`src/rtl/dpsr_pkg.sv`:
```
// Shared constants and helpers for the dual-port strobed reader.
// Assumes a 32-bit event word split into two 16-bit halves.
package dpsr_pkg;
    localparam int WORD_W    = 32;
    localparam int HALF_W    = WORD_W / 2;
    localparam int NUM_PORTS = 2;

    localparam logic [WORD_W-1:0] FILL_A = 32'h9C96_9593;
    localparam logic [WORD_W-1:0] FILL_B = 32'hACA6_A5A3;

    // Return the fill constant picked by the strap.
    function automatic logic [WORD_W-1:0] fill_word(input logic sel);
        return sel ? FILL_B : FILL_A;
    endfunction
endpackage

```
`src/rtl/dpsr_strobe_sync.sv`:
```
// Brings one asynchronous strobe into the clock domain and flags its edges.
// Assumes each strobe level lasts longer than STAGES+1 clock cycles.
module dpsr_strobe_sync #(
    parameter int STAGES = 2
) (
    input  logic clk,
    input  logic rst_n,
    input  logic strb_async,
    output logic lead,
    output logic trail
);
    logic [STAGES-1:0] chain;
    logic              last;

    // Shift the raw strobe through the synchronizer chain.
    always_ff @(posedge clk) begin
        if (!rst_n) chain <= '0;
        else        chain <= {chain[STAGES-2:0], strb_async};
    end

    // Keep the previous synchronized level for edge detection.
    always_ff @(posedge clk) begin
        if (!rst_n) last <= 1'b0;
        else        last <= chain[STAGES-1];
    end

    assign lead  =  chain[STAGES-1] & ~last;
    assign trail = ~chain[STAGES-1] &  last;
endmodule

```
`src/rtl/dpsr_event_hold.sv`:
```
// Stores the latest event, decides event-or-fill at each lower-half read and
// tracks when the event has been consumed.
// Assumes snap (lower-half lead) and release (upper-half trail) come from
// separate strobes; if both fire together, snap takes priority for the selection.
module dpsr_event_hold
    import dpsr_pkg::*;
(
    input  logic              clk,
    input  logic              rst_n,
    input  logic              evt_valid,
    input  logic [WORD_W-1:0] evt_data,
    input  logic              fill_sel,
    input  logic              snap,
    input  logic              release_rd,
    output logic [WORD_W-1:0] cur_word
);
    logic [WORD_W-1:0] stored;
    logic              pending;
    logic              taken;
    logic              newer;

    // Capture the newest event word.
    always_ff @(posedge clk) begin
        if (!rst_n)         stored <= '0;
        else if (evt_valid) stored <= evt_data;
    end

    // Select event or fill at the lower-half read and record whether an event was taken.
    always_ff @(posedge clk) begin
        if (!rst_n) begin
            cur_word <= '0;
            taken    <= 1'b0;
        end else if (snap) begin
            cur_word <= pending ? stored : fill_word(fill_sel);
            taken    <= pending;
        end else if (release_rd) begin
            taken    <= 1'b0;
        end
    end

    // Note events that arrive while a word read is in progress.
    always_ff @(posedge clk) begin
        if (!rst_n)         newer <= 1'b0;
        else if (snap)      newer <= evt_valid;
        else if (evt_valid) newer <= 1'b1;
    end

    // Set pending on every event; clear it when the taken word finishes its read.
    always_ff @(posedge clk) begin
        if (!rst_n)                                   pending <= 1'b0;
        else if (evt_valid)                           pending <= 1'b1;
        else if (release_rd && taken && !newer && !snap) pending <= 1'b0;
    end

    // a pending event is what the read selects
    a_r4_event_selected: assert property (@(posedge clk) disable iff (!rst_n)
        snap && pending |=> cur_word == $past(stored));
    // with nothing pending the strap-chosen fill is selected
    a_r5_fill_selected: assert property (@(posedge clk) disable iff (!rst_n)
        snap && !pending |=> (cur_word == FILL_A || cur_word == FILL_B));
    // pending is only cleared at an upper-half falling edge
    a_r6_clear_on_release: assert property (@(posedge clk) disable iff (!rst_n)
        $fell(pending) |-> $past(release_rd));
    // an event newer than the selection survives the release
    a_r7_newer_kept: assert property (@(posedge clk) disable iff (!rst_n)
        release_rd && newer |=> pending);
endmodule

```
`src/rtl/dpsr_port_stage.sv`:
```
// Output register for one half-word port; loads only when told to.
// Assumes load pulses for one cycle after a detected rising strobe edge.
module dpsr_port_stage #(
    parameter int WIDTH = 16
) (
    input  logic             clk,
    input  logic             rst_n,
    input  logic             load,
    input  logic [WIDTH-1:0] din,
    output logic [WIDTH-1:0] dout
);
    // Hold the port value between loads.
    always_ff @(posedge clk) begin
        if (!rst_n)    dout <= '0;
        else if (load) dout <= din;
    end
endmodule

```
`src/rtl/dual_port_strobe_reader.sv`:
```
// Top level: presents the selected 32-bit word as a lower-half and an
// upper-half port, each updated on the rising edge of its own strobe.
// Assumes the encoder reads the lower half before the upper half.
module dual_port_strobe_reader
    import dpsr_pkg::*;
#(
    parameter int SYNC_STAGES = 2
) (
    input  logic              clk,
    input  logic              rst_n,
    input  logic              evt_valid,
    input  logic [WORD_W-1:0] evt_data,
    input  logic              fill_sel,
    input  logic              rd_lo_strb,
    input  logic              rd_hi_strb,
    output logic [HALF_W-1:0] port_lo,
    output logic [HALF_W-1:0] port_hi
);
    logic [NUM_PORTS-1:0] strb_raw;
    logic [NUM_PORTS-1:0] lead;
    logic [NUM_PORTS-1:0] trail;
    logic [NUM_PORTS-1:0] load_q;
    logic [WORD_W-1:0]    cur_word;
    logic [HALF_W-1:0]    pdata [NUM_PORTS];

    assign strb_raw = {rd_hi_strb, rd_lo_strb};

    dpsr_event_hold u_hold (
        .clk       (clk),
        .rst_n     (rst_n),
        .evt_valid (evt_valid),
        .evt_data  (evt_data),
        .fill_sel  (fill_sel),
        .snap      (lead[0]),
        .release_rd(trail[1]),
        .cur_word  (cur_word)
    );

    for (genvar p = 0; p < NUM_PORTS; p++) begin : g_port
        dpsr_strobe_sync #(.STAGES(SYNC_STAGES)) u_sync (
            .clk       (clk),
            .rst_n     (rst_n),
            .strb_async(strb_raw[p]),
            .lead      (lead[p]),
            .trail     (trail[p])
        );

        // Delay the load by one cycle so the lower half sees the new selection.
        always_ff @(posedge clk) begin
            if (!rst_n) load_q[p] <= 1'b0;
            else        load_q[p] <= lead[p];
        end

        dpsr_port_stage #(.WIDTH(HALF_W)) u_stage (
            .clk  (clk),
            .rst_n(rst_n),
            .load (load_q[p]),
            .din  (cur_word[p*HALF_W +: HALF_W]),
            .dout (pdata[p])
        );
    end

    assign port_lo = pdata[0];
    assign port_hi = pdata[1];

    // the lower-half port never moves without a rising lower-half strobe
    a_r2_lo_stable: assert property (@(posedge clk) disable iff (!rst_n)
        !$past(load_q[0]) |-> $stable(port_lo));
    // the upper-half port never moves without a rising upper-half strobe
    a_r3_hi_stable: assert property (@(posedge clk) disable iff (!rst_n)
        !$past(load_q[1]) |-> $stable(port_hi));
    // upper half comes from the same selection as the lower half
    a_r3_same_word: assert property (@(posedge clk) disable iff (!rst_n)
        load_q[1] && !lead[0] |=> port_hi == cur_word[WORD_W-1:HALF_W]);
endmodule

```
`config.mk`:
```
export PLATFORM = sky130hd
export DESIGN_NAME = dual_port_strobe_reader
export DESIGN_NICKNAME = d
export VERILOG_FILES = /design/src/rtl/dpsr_pkg.sv /design/src/rtl/dpsr_strobe_sync.sv /design/src/rtl/dpsr_event_hold.sv /design/src/rtl/dpsr_port_stage.sv /design/src/rtl/dual_port_strobe_reader.sv
export SDC_FILE = /design/constraint.sdc
export NUM_CORES = 1
export LEC_CHECK = 0
export BUFFER_PORTS_ARGS = -buffer_cell sky130_fd_sc_hd__buf_2
export CAP_MARGIN = 40
export CORE_MARGIN = 2
export CORE_UTILIZATION = 55
export CTS_CLUSTER_SIZE = 30
export DETAILED_ROUTE_END_ITERATION = 6
export PLACE_DENSITY = 0.79
export SLEW_MARGIN = 20
export SYNTH_ARGS = -nofsm -noshare
export SYNTH_HDL_FRONTEND = slang
export SYNTH_SLANG_ARGS = --single-unit
```
`constraint.sdc`:
```
create_clock -name clk -period 1.2 [get_ports clk]
set_clock_uncertainty 0.15 [all_clocks]
set_input_delay 0.12 -clock clk [delete_from_list [all_inputs] [get_ports clk]]
set_output_delay 0.12 -clock clk [all_outputs]
set_load 0.005 [all_outputs]
```
### After elaboration in Yosys (flattened, before gate mapping)

Cells that the tools add are included.

| storage, ports and cells | value |
|---|---|
| flip-flop bits (word level) | 107 |
| input bits | 38 |
| output and inout bits | 32 |

| cells by class | value |
|---|---|
| muxes and demuxes | 8 |
| bitwise logic cells | 6 |
| reduce and logical (&&, ||, !) cells | 8 |

Operators with widths:

| kind | number |
|---|---|
| 32-bit two-way mux | 1 |
| 30-bit two-way mux | 1 |
| 1-bit two-way mux | 6 |
| 2-bit nonzero test | 3 |
| 1-bit bitwise AND | 3 |
| 1-bit logical AND | 3 |
| 1-bit inverter | 3 |
| 1-bit zero test | 2 |

### Logic depth before layout (Yosys ltp)

Gate-level depths: netlist (run 1).

| logic depth | value |
|---|---|
| depth after elaboration | 7 |
| mapped depth | 4 |
| mapped depth without buffers | 3 |

### Cells and area by module

From an unflattened synthesis (run 1), not the netlist that was laid out.

| second synthesis, totals | value |
|---|---|
| cells, all modules | 363 |
| area total of the unflattened synthesis | 4045.1 um2 |

Modules (own cells, without submodules):

| module | times used | cells each | area each (um2) | sequential area each (um2) |
|---|---|---|---|---|
| dpsr_event_hold | 1 | 241 | 2578.7 | 1341.3 |
| dpsr_port_stage | 2 | 51 | 615.6 | 320.3 |
| dpsr_strobe_sync | 2 | 8 | 91.3 | 60.1 |
| dual_port_strobe_reader | 1 | 4 | 52.6 | 40.0 |

### Worst setup path before layout (run 1)

OpenSTA, ideal clock, no wires.

| timing path | value |
|---|---|
| path type | reg2reg |
| start point | register g_port[0].u_sync.last |
| end point | register u_hold.pending |
| data arrival time | 0.829 ns |
| slack | 0.087 ns |
| cell stages (with the launch flop) | 5 |
| path buffers | 1 |
| cell sequence | dfxtp_1 and2b_1 buf_4 nor2_1 a41oi_1 |

| on the way | value |
|---|---|
| longest elaborated chain between the ends | 5 |

RTL lines:

| item | line | source |
|---|---|---|
| start: declaration | dpsr_strobe_sync.sv:13 | `logic last;` |
| start signal: assignment | dpsr_strobe_sync.sv:24 | `else last <= chain[STAGES-1];` |
| 1-bit inverter | dpsr_strobe_sync.sv:27 | `assign lead = chain[STAGES-1] & ~last;` |
| 1-bit bitwise AND | dpsr_strobe_sync.sv:27 |  |
| 1-bit zero test | dpsr_event_hold.sv:52 | `else if (release_rd && taken && !newer && !snap) pending <= 1'b0;` |
| 1-bit logical AND | dpsr_event_hold.sv:52 |  |
| 2-bit nonzero test (no source line) | n/a |  |
| end signal: assignment | dpsr_event_hold.sv:50 | `if (!rst_n) pending <= 1'b0;` |
| end signal: assignment | dpsr_event_hold.sv:51 | `else if (evt_valid) pending <= 1'b1;` |
| end signal: assignment | dpsr_event_hold.sv:52 |  |
| end: declaration | dpsr_event_hold.sv:18 | `logic pending;` |

No other way between the ends.
A chain may end at the register's enable or synchronous reset.

### Worst setup path in the final report (run 1)

| timing path | value |
|---|---|
| start point | register g_port[0].u_sync.last |
| end point | register u_hold.cur_word[26] |

| on the way | value |
|---|---|
| longest elaborated chain between the ends | 2 |

RTL lines:

| item | line | source |
|---|---|---|
| 1-bit inverter | dpsr_strobe_sync.sv:27 |  |
| 1-bit bitwise AND | dpsr_strobe_sync.sv:27 |  |
| end signal: assignment | dpsr_event_hold.sv:34 | `cur_word <= pending ? stored : fill_word(fill_sel);` |
| end: declaration | dpsr_event_hold.sv:15 | `output logic [WORD_W-1:0] cur_word` |

No other way between the ends.

==> run_results.csv, run 1 <==
group,metric,value,unit
clocking,numCtsBuffers,9,
worst_setup_path,path_class,"reg -> reg",
placed_design,placed_cells,542,
sta,rsz0062_at_grt,"true",
sta,max_slew_margin,82.88,%
power_and_ir_drop,p_per_area,1300,nW/um2
worst_setup_path,start_kind,"register",
worst_setup_path,worstSetupEndpointType,"register",
grt,grtUsageTotal,21.72,%
routing,wl_per_cell,14.22,um
power_and_ir_drop,comb_power_share,9.1,%
power_and_ir_drop,p_sw_share,22.58,%
yosys,synth_top_area_share,53.58,%
placed_design,port_buffers,69,
worst_setup_path,cp_cell_sequence,"and2b_4 > buf_6 > o21ai_1 > a21boi_1",
min_path,hold_class,"in -> reg",
routing,drt-total-wl,8.490,mm
sta,worstMarginPinSlew,0.2542,ns
clocking,clockBufferDepth,2,
sta,finalCritPeriodShare,104.5,%
placed_design,hpwl,5.356,mm
cells_and_area,diodes,0,
cells_and_area,final_common_cell,"dfxtp_1",
power_and_ir_drop,max-vdd-ir-drop,673.8,uV
worst_setup_path,cp_max_fo,7,
cells_and_area,stdcell_area,5221,um2
floorplan,coreArea,7137,um2
floorplan,die_h,89.26,um
placed_design,place_ws,-0.05392,ns
cells_and_area,utilization,73.16,%
routing,via_per_inst,4.983,
cells_and_area,nNetsFinal,531,
cells_and_area,n_fill_cell,510,
sta,whs,0.1366,ns
floorplan,die_w,89.26,um
placed_design,place_area,4501,um2
power_and_ir_drop,power.net_switching,1.533,mW
grt,grt_pass1_wl,13.26,mm
worst_setup_path,cpPeakStageDelay,0.33,ns
yosys,synthCells,383,
sta,final-setup-viol-count,12,
routing,firstDrtPassIters,4,
grt,grt-ovfl-total,0,
yosys,synth_top_cell_by_area,"dfxtp_1",
clocking,clk_pin_slew,0.09,ns
grt,antenna_found_initial,0,
yosys,ys_types,22,
grt,grt_pass1_vias,2858,
clocking,cts_setup_buffers,0,
routing,drt_iter0_drc,103,
cells_and_area,syn_to_final_growth,30.61,%
clocking,cts_tree,"built",
sta,setup_ws,-0.05390,ns
floorplan,row_count,31,
sta,setup_tns,-0.2151,ns
cells_and_area,regArea,2146,um2
yosys,synth_area_leaders,"dfxtp_1 54%, mux2i_1 16%, nor2b_1 10%",
sta,finalHoldViolCount,0,
cells_and_area,layout-drive-gt1-share,26.51,%
power_and_ir_drop,report.power.total,6.790,mW
cells_and_area,stdcell_count,597,
cells_and_area,multi_input_area,1760,um2
yosys,avgSynthCellArea,10.44,um2
power_and_ir_drop,pwr-share-seq,55.1,%
grt,grt_max_degree,50,
floorplan,start_util,56.01,%
worst_setup_path,cp.required,1.34,ns
worst_setup_path,crit_slowest_cell,"dfxtp_2",
clocking,cts-htree-levels,3,
sta,maxSlewViolCount,0,
routing,detail-route-antenna-nets,0,
floorplan,ios,70,
routing,drc_errors,0,
power_and_ir_drop,clockPowerShare,35.8,%
yosys,synth.net_count,421,
yosys,yosys_warnings,0,
worst_setup_path,arrival,1.40,ns
cells_and_area,final_cell_mix,"104 x dfxtp_1, 68 x buf_2, 67 x nor2b_1, 64 x mux2i_1, 36 x dlygate4sd3_1",
power_and_ir_drop,p_int,5.257,mW
outcome,violations,"setup timing",
clocking,clock_tree.root_cell,"clkbuf_8",
sta,fin_crit,1.254,ns
outcome,status,"finished with violations",
clocking,cts_num_sinks,107,
clocking,clk_latency,0.37,ns
yosys,ys_ff_latch,107,
routing,dr_total_vias,2975,
run,cap_viol_max_count,0,
sta,timing.fmax,0.7975,GHz
floorplan,die_area,7966,um2
power_and_ir_drop,leakage,2.108,nW
yosys,synth-seq-area-share,53.58,%
yosys,syn-cell-area,3998,um2
placed_design,routabilityCongestion,0.7295,
layout make-up:
class | instances | area share (%)
Sequential cell | 107 | 41.10
Multi-Input combinational cell | 245 | 33.72
Timing Repair Buffer | 127 | 18.21
Clock buffer | 11 | 2.708
Tap cell | 99 | 2.372
Clock inverter | 5 | 1.630
Inverter | 3 | 0.2636
what timing repair did:
action | in CTS | in global routing
hold endpoints to repair | 40 | 0
pin swaps | 0 | 26
resized for setup | 7 | 44
gates cloned | 0 | 3
setup endpoints to repair | 25 | 36
hold buffers | 36 | 0
state kept, by name, indices dropped and copies added, names as in the netlist:
register / flops
g_port.u_stage.dout: 32
g_port.u_sync.chain: 4
g_port.u_sync.last: 2
load_q: 2
u_hold.cur_word: 32
u_hold.newer: 1
u_hold.pending: 1
u_hold.stored: 32
u_hold.taken: 1
logic make-up (layout without fill, tap and decap cells):
group | after synthesis | after routing | synth area share [%]
AND/OR/NAND/NOR | 124 | 124 | 17.00
flip-flops | 107 | 107 | 53.58
buffers and inverters | 31 | 146 | 4.570
AO/OA/AOI/OAI | 57 | 57 | 8.826
multiplexers | 64 | 64 | 16.02
Yosys cell counts:
library cell / instances
o21ai_1: 1
and2b_1: 1
o21ai_0: 25
nand2_1: 29
inv_1: 2
and2_1: 6
clkbuf_2: 1
a21oi_2: 1
mux2i_1: 64
nand2b_1: 2
a21oi_1: 5
buf_2: 7
nor2b_1: 67
buf_4: 11
nand3_1: 18
a41oi_1: 1
clkbuf_1: 7
a21boi_1: 24
dfxtp_1: 107
buf_6: 2
nor2_1: 1
inv_2: 1
power groups by stage:
stage / Sequential (mW) / Clock, mW / Combinational [mW]
3_5_place_dp: 3.81 / 0 / 0.486
5_1_grt: 3.76 / 2.63 / 0.672
6_report: 3.74 / 2.43 / 0.617
4_1_cts: 3.73 / 2.47 / 0.580
3_3_place_gp: 3.81 / 0 / 0.475
2_1_floorplan: 3.79 / 0 / 0.329
path summary, 6_finish.rpt:
kind / end / slack (ns) / start / depth (start not counted)
max: u_hold.cur_word[26] / -0.05 / g_port[0].u_sync.last / 4
min: u_hold.stored[11] / 0.14 / evt_valid / 4
max reg2reg: u_hold.cur_word[26] / -0.05 / g_port[0].u_sync.last / 4
min reg2reg: load_q[1] / 0.26 / g_port[1].u_sync.last / 1
routing by layer:
layer	routed length, um	up-vias	global-route usage (%)
met5	0	-	0
met1	3905	1394	27.83
met4	122	0	7.463
met3	343	10	5.171
li1	-	1508	-
met2	4118	63	36.09
worst max-delay path, delay by kind of cell, from the launching register on:
family / cells / cell delay (ns)
compound gates: 2 / 0.24
buf+inv: 1 / 0.16
simple gates: 1 / 0.31
flops: 1 / 0.33
(Power assumes the default switching activity.)
==> inputs of run 2 (changes only) <==
--- a/config.mk
+++ b/config.mk
@@ -6,12 +6,11 @@
 export NUM_CORES = 1
 export LEC_CHECK = 0
 export BUFFER_PORTS_ARGS = -buffer_cell sky130_fd_sc_hd__buf_2
-export CAP_MARGIN = 40
 export CORE_MARGIN = 2
 export CORE_UTILIZATION = 55
 export CTS_CLUSTER_SIZE = 30
 export DETAILED_ROUTE_END_ITERATION = 6
-export PLACE_DENSITY = 0.79
+export PLACE_DENSITY = 0.84
 export SLEW_MARGIN = 20
 export SYNTH_ARGS = -nofsm -noshare
 export SYNTH_HDL_FRONTEND = slang
==> run_results.csv, run 2 (synthesis results as in run 1) <==
group,metric,value,unit
worst_setup_path,crit_slowest_cell,"dfxtp_2",
power_and_ir_drop,p_int,5.238,mW
worst_setup_path,arrival,1.35,ns
floorplan,die_w,89.26,um
worst_setup_path,cp.required,1.30,ns
power_and_ir_drop,clockPowerShare,35.8,%
routing,via_per_inst,5.030,
grt,grt_max_degree,41,
cells_and_area,stdcell_area,5106,um2
sta,worstMarginPinSlew,0.2403,ns
power_and_ir_drop,max-vdd-ir-drop,789.7,uV
power_and_ir_drop,pwr-share-seq,55.3,%
power_and_ir_drop,p_sw_share,22.44,%
routing,drc_errors,0,
min_path,hold_class,"in -> reg",
worst_setup_path,cp_max_fo,17,
placed_design,place_ws,-0.03006,ns
clocking,clock_tree.root_cell,"clkbuf_8",
routing,drt_iter0_drc,151,
power_and_ir_drop,p_per_area,1323,nW/um2
power_and_ir_drop,leakage,2.072,nW
floorplan,die_area,7966,um2
sta,max_slew_margin,83.81,%
cells_and_area,diodes,0,
clocking,numCtsBuffers,9,
floorplan,die_h,89.26,um
grt,antenna_found_initial,0,
floorplan,row_count,31,
cells_and_area,final_common_cell,"dfxtp_1",
sta,rsz0062_at_grt,"true",
cells_and_area,nNetsFinal,525,
cells_and_area,stdcell_count,591,
worst_setup_path,cpLargestDelayFamily,"simple AND/OR/NAND/NOR gates",
grt,grt-ovfl-total,0,
clocking,cts-htree-levels,3,
clocking,clk_latency,0.37,ns
cells_and_area,reg.largest.list,"g_port.u_stage.dout (32), u_hold.cur_word (32), u_hold.stored (32)",
power_and_ir_drop,comb_power_share,8.8,%
grt,grt_pass1_wl,13.70,mm
placed_design,place_area,4486,um2
placed_design,routabilityCongestion,0.7629,
worst_setup_path,cpPeakStageDelay,0.34,ns
clocking,clk_pin_slew,0.10,ns
worst_setup_path,cp_cell_sequence,"and2b_2 > buf_12 > nor2_2 > a41oi_2",
power_and_ir_drop,report.power.total,6.754,mW
sta,fin_crit,1.252,ns
routing,wl_per_cell,14.94,um
routing,firstDrtPassIters,4,
routing,drt-total-wl,8.831,mm
cells_and_area,layout-drive-gt1-share,22.76,%
grt,grt_pass1_vias,2830,
placed_design,port_buffers,69,
worst_setup_path,path_class,"reg -> reg",
cells_and_area,final_cell_mix,"105 x dfxtp_1, 69 x buf_2, 67 x nor2b_1, 64 x mux2i_1, 35 x dlygate4sd3_1",
floorplan,start_util,56.01,%
sta,maxSlewViolCount,0,
sta,finalCritPeriodShare,104.3,%
outcome,status,"finished with violations",
floorplan,ios,70,
routing,detail-route-antenna-nets,0,
cells_and_area,n_fill_cell,510,
sta,whs,0.06702,ns
placed_design,hpwl,5.421,mm
clocking,cts_num_sinks,107,
floorplan,coreArea,7137,um2
sta,setup_ws,-0.05179,ns
worst_setup_path,start_kind,"register",
cells_and_area,syn_to_final_growth,27.73,%
sta,finalHoldViolCount,0,
clocking,clockBufferDepth,2,
worst_setup_path,worstSetupEndpointType,"register",
worst_setup_path,crit_buf_inv,1,
grt,grtUsageTotal,22.66,%
outcome,violations,"setup timing",
placed_design,placed_cells,540,
routing,dr_total_vias,2973,
run,cap_viol_max_count,0,
clocking,cts_tree,"built",
power_and_ir_drop,power.net_switching,1.516,mW
sta,final-setup-viol-count,17,
sta,timing.fmax,0.7989,GHz
-- run 2: changes by cell type in the layout (fill, tap and decap cells not counted), moves of 2 or more --
cell      change
a21boi_2      -2
a21boi_1      +2
buf_4         -3
buf_6         -4
nand3_2       -7
o21ai_1       -4
o21ai_0      +10
o21ai_2       -6
nand3_1       +7
-- run 2: routing by layer --
metal / GRT usage, % / wire length (um) / up-vias
li1: - / - / 1486
met2: 38.86 / 4611 / 65
met4: 9.227 / 148 / 0
met1: 28.56 / 3796 / 1409
met3: 3.509 / 274 / 13
met5: 0 / 0 / -
-- run 2: final cells by class --
class | count | area, um2 | area share, %
clock buffers | 11 | 141.4 | 2.769
clock inverters | 5 | 85.08 | 1.666
inverters | 3 | 13.76 | 0.2695
multi-input cells | 245 | 1704 | 33.37
flip-flops and latches | 107 | 2145 | 42.00
well taps | 99 | 123.9 | 2.426
repair buffers | 121 | 893.4 | 17.50
-- run 2: worst reg2reg max path: stages, from the launching register on --
cell     delay (ns)
dfxtp_2        0.34
and2b_2        0.26
buf_12         0.16
nor2_2         0.11
a41oi_2        0.12
-- run 2: final timing paths --
kind / endpoint / cells past startpoint / start / slack (ns)
setup / recovery: u_hold.pending / 4 / g_port[0].u_sync.last / -0.05
hold / removal: u_hold.stored[4] / 3 / rst_n / 0.07
setup reg to reg: u_hold.pending / 4 / g_port[0].u_sync.last / -0.05
hold reg to reg: load_q[1] / 1 / g_port[1].u_sync.last / 0.28
-- run 2: power by group through the flow --
| stage | logic [mW] | clock network (mW) | registers (mW) |
|---|---|---|---|
| 2_1_floorplan | 0.329 | 0 | 3.79 |
| 3_3_place_gp | 0.470 | 0 | 3.81 |
| 3_5_place_dp | 0.485 | 0 | 3.81 |
| 4_1_cts | 0.576 | 2.43 | 3.73 |
| 5_1_grt | 0.651 | 2.60 | 3.75 |
| 6_report | 0.597 | 2.42 | 3.74 |
-- run 2: stage by stage --
stage | utilization, % | TNS (ns)
6_report | 71.55 | -0.3516
2_1_floorplan | - | 0
4_1_cts | 70.99 | -0.2624
3_3_place_gp | 62.85 | 0
3_5_place_dp | 62.85 | -0.1475
5_1_grt | 71.55 | -2.156
-- run 2: repair_timing --
action | 4_1_cts | 5_1_grt
hold buffers | 35 | 0
gates resized for setup | 1 | 18
endpoints found under the hold margin | 38 | 0
endpoints found under the setup margin | 19 | 35
setup buffers | 0 | 0
pin swaps | 0 | 4
==> inputs of run 3 (changes only) <==
--- a/config.mk
+++ b/config.mk
@@ -6,6 +6,7 @@
 export NUM_CORES = 1
 export LEC_CHECK = 0
 export BUFFER_PORTS_ARGS = -buffer_cell sky130_fd_sc_hd__buf_2
+export CORE_ASPECT_RATIO = 0.75
 export CORE_MARGIN = 2
 export CORE_UTILIZATION = 55
 export CTS_CLUSTER_SIZE = 30
==> run_results.csv, run 3 (synthesis results as in run 1) <==
group,metric,value,unit
cells_and_area,final_cell_mix,"105 x dfxtp_1, 69 x buf_2, 67 x nor2b_1, 63 x mux2i_1, 35 x dlygate4sd3_1",
clocking,clockBufferDepth,2,
sta,worstMarginPinSlew,0.3035,ns
worst_setup_path,cp_max_fo,14,
cells_and_area,reg.largest.list,"g_port.u_stage.dout (32), u_hold.cur_word (32), u_hold.stored (32)",
routing,firstDrtPassIters,4,
outcome,status,"finished with violations",
sta,fin_crit,1.266,ns
sta,finalCritPeriodShare,105.5,%
grt,grt_max_degree,36,
clocking,cts-htree-levels,3,
sta,max_slew_margin,79.76,%
cells_and_area,syn_to_final_growth,28.04,%
placed_design,port_buffers,69,
sta,whs,0.01845,ns
cells_and_area,layout-drive-gt1-share,22.83,%
worst_setup_path,path_class,"reg -> reg",
floorplan,row_count,26,
sta,maxSlewViolCount,0,
sta,setup_ws,-0.06626,ns
min_path,hold_class,"in -> reg",
routing,detail-route-antenna-nets,0,
grt,grtUsageTotal,22.68,%
clocking,numCtsBuffers,9,
worst_setup_path,reg2reg_depth,4,
routing,drt_iter0_drc,186,
worst_setup_path,start_kind,"register",
placed_design,hpwl,5.649,mm
min_path,worstHoldPathCells,3,
cells_and_area,final_common_cell,"dfxtp_1",
routing,wl_per_cell,14.84,um
placed_design,place_area,4499,um2
placed_design,routabilityCongestion,0.7694,
routing,dr_total_vias,3032,
worst_setup_path,cp.required,1.32,ns
grt,grt-ovfl-total,0,
worst_setup_path,arrival,1.39,ns
cells_and_area,diodes,0,
power_and_ir_drop,max-vdd-ir-drop,731.3,uV
power_and_ir_drop,p_per_area,1279,nW/um2
floorplan,start_util,57.69,%
floorplan,die_w,102.4,um
grt,grt_pass1_wl,14.21,mm
power_and_ir_drop,leakage,2.084,nW
grt,antenna_found_initial,0,
clocking,clk_pin_slew,0.10,ns
clocking,cts_num_sinks,107,
sta,rsz0062_at_grt,"true",
routing,drt-total-wl,8.803,mm
floorplan,ios,70,
worst_setup_path,worstSetupEndpointType,"register",
sta,timing.fmax,0.7897,GHz
clocking,cts_tree,"built",
routing,via_per_inst,5.113,
floorplan,coreArea,6929,um2
clocking,clk_latency,0.36,ns
cells_and_area,stdcell_area,5119,um2
sta,final-setup-viol-count,10,
placed_design,place_ws,-0.09853,ns
routing,drc_errors,0,
outcome,violations,"setup timing",
sta,setup_tns,-0.2428,ns
cells_and_area,nNetsFinal,528,
clocking,clock_tree.root_cell,"clkbuf_8",
floorplan,die_area,7973,um2
floorplan,die_h,77.83,um
run,cap_viol_max_count,0,
sta,finalHoldViolCount,0,
grt,grt_pass1_vias,3043,
## run 3: changes by cell type in the layout (fill, tap and decap cells not counted), sizes merged
cell | before | now
clkinvlp | 1 | 2
buf | 86 | 88
clkinv | 1 | 3
clkbuf | 11 | 10
bufinv | 2 | 1
## run 3: routing by layer
layer / wire length (um) / vias up / part of all wire, % / global-route usage, %
li1: - / 1491 / - / -
met1: 4033 / 1441 / 46 / 29.73
met2: 4168 / 86 / 47 / 36.08
met3: 459 / 14 / 5.2 / 5.856
met4: 141 / 0 / 1.6 / 8.000
met5: 0 / - / 0 / 0
## run 3: final timing paths
kind / start / end / slack (ns)
max: g_port[0].u_sync.last / u_hold.pending / -0.07
min reg2reg: g_port[1].u_sync.last / load_q[1] / 0.28
max reg2reg: g_port[0].u_sync.last / u_hold.pending / -0.07
min: rst_n / u_hold.pending / 0.02
## run 3: worst max-delay path: stages, from the launching register on
cell	delay [ns]
dfxtp_1	0.32
and2b_4	0.30
buf_12	0.15
nor2_1	0.04
a41oi_1	0.21
## run 3: metrics by stage
step	utilization (%)	std cells	power, mW
after floorplan	-	383	4.117
after global placement	64.93	541	4.281
after detailed placement	64.93	541	4.303
after CTS	73.11	592	6.564
after global routing	73.87	593	6.805
final	73.87	593	6.544
## run 3: what timing repair did
item / in CTS / in global routing
pin swaps: 5 / 6
endpoints found under the hold margin: 40 / 0
resized for setup: 6 / 16
gates cloned: 0 / 1
setup buffers: 0 / 0
endpoints found under the setup margin: 26 / 35
hold buffers: 35 / 0
## run 3: final cells by class
| cell class | instances | area (um2) |
|---|---|---|
| clock buffers | 9 | 123.9 |
| clock inverters | 7 | 76.32 |
| fillers | 480 | 1810 |
| inverters | 3 | 13.76 |
| multi-input cells | 245 | 1697 |
| flip-flops and latches | 107 | 2145 |
| well taps | 98 | 122.6 |
| repair buffers | 124 | 940.9 |
## run 3: power by group
part / switching, mW / total (mW) / internal, mW
sequential: 0.0693 / 3.74 / 3.67
clock: 1.23 / 2.20 / 0.975
combinational: 0.267 / 0.607 / 0.340
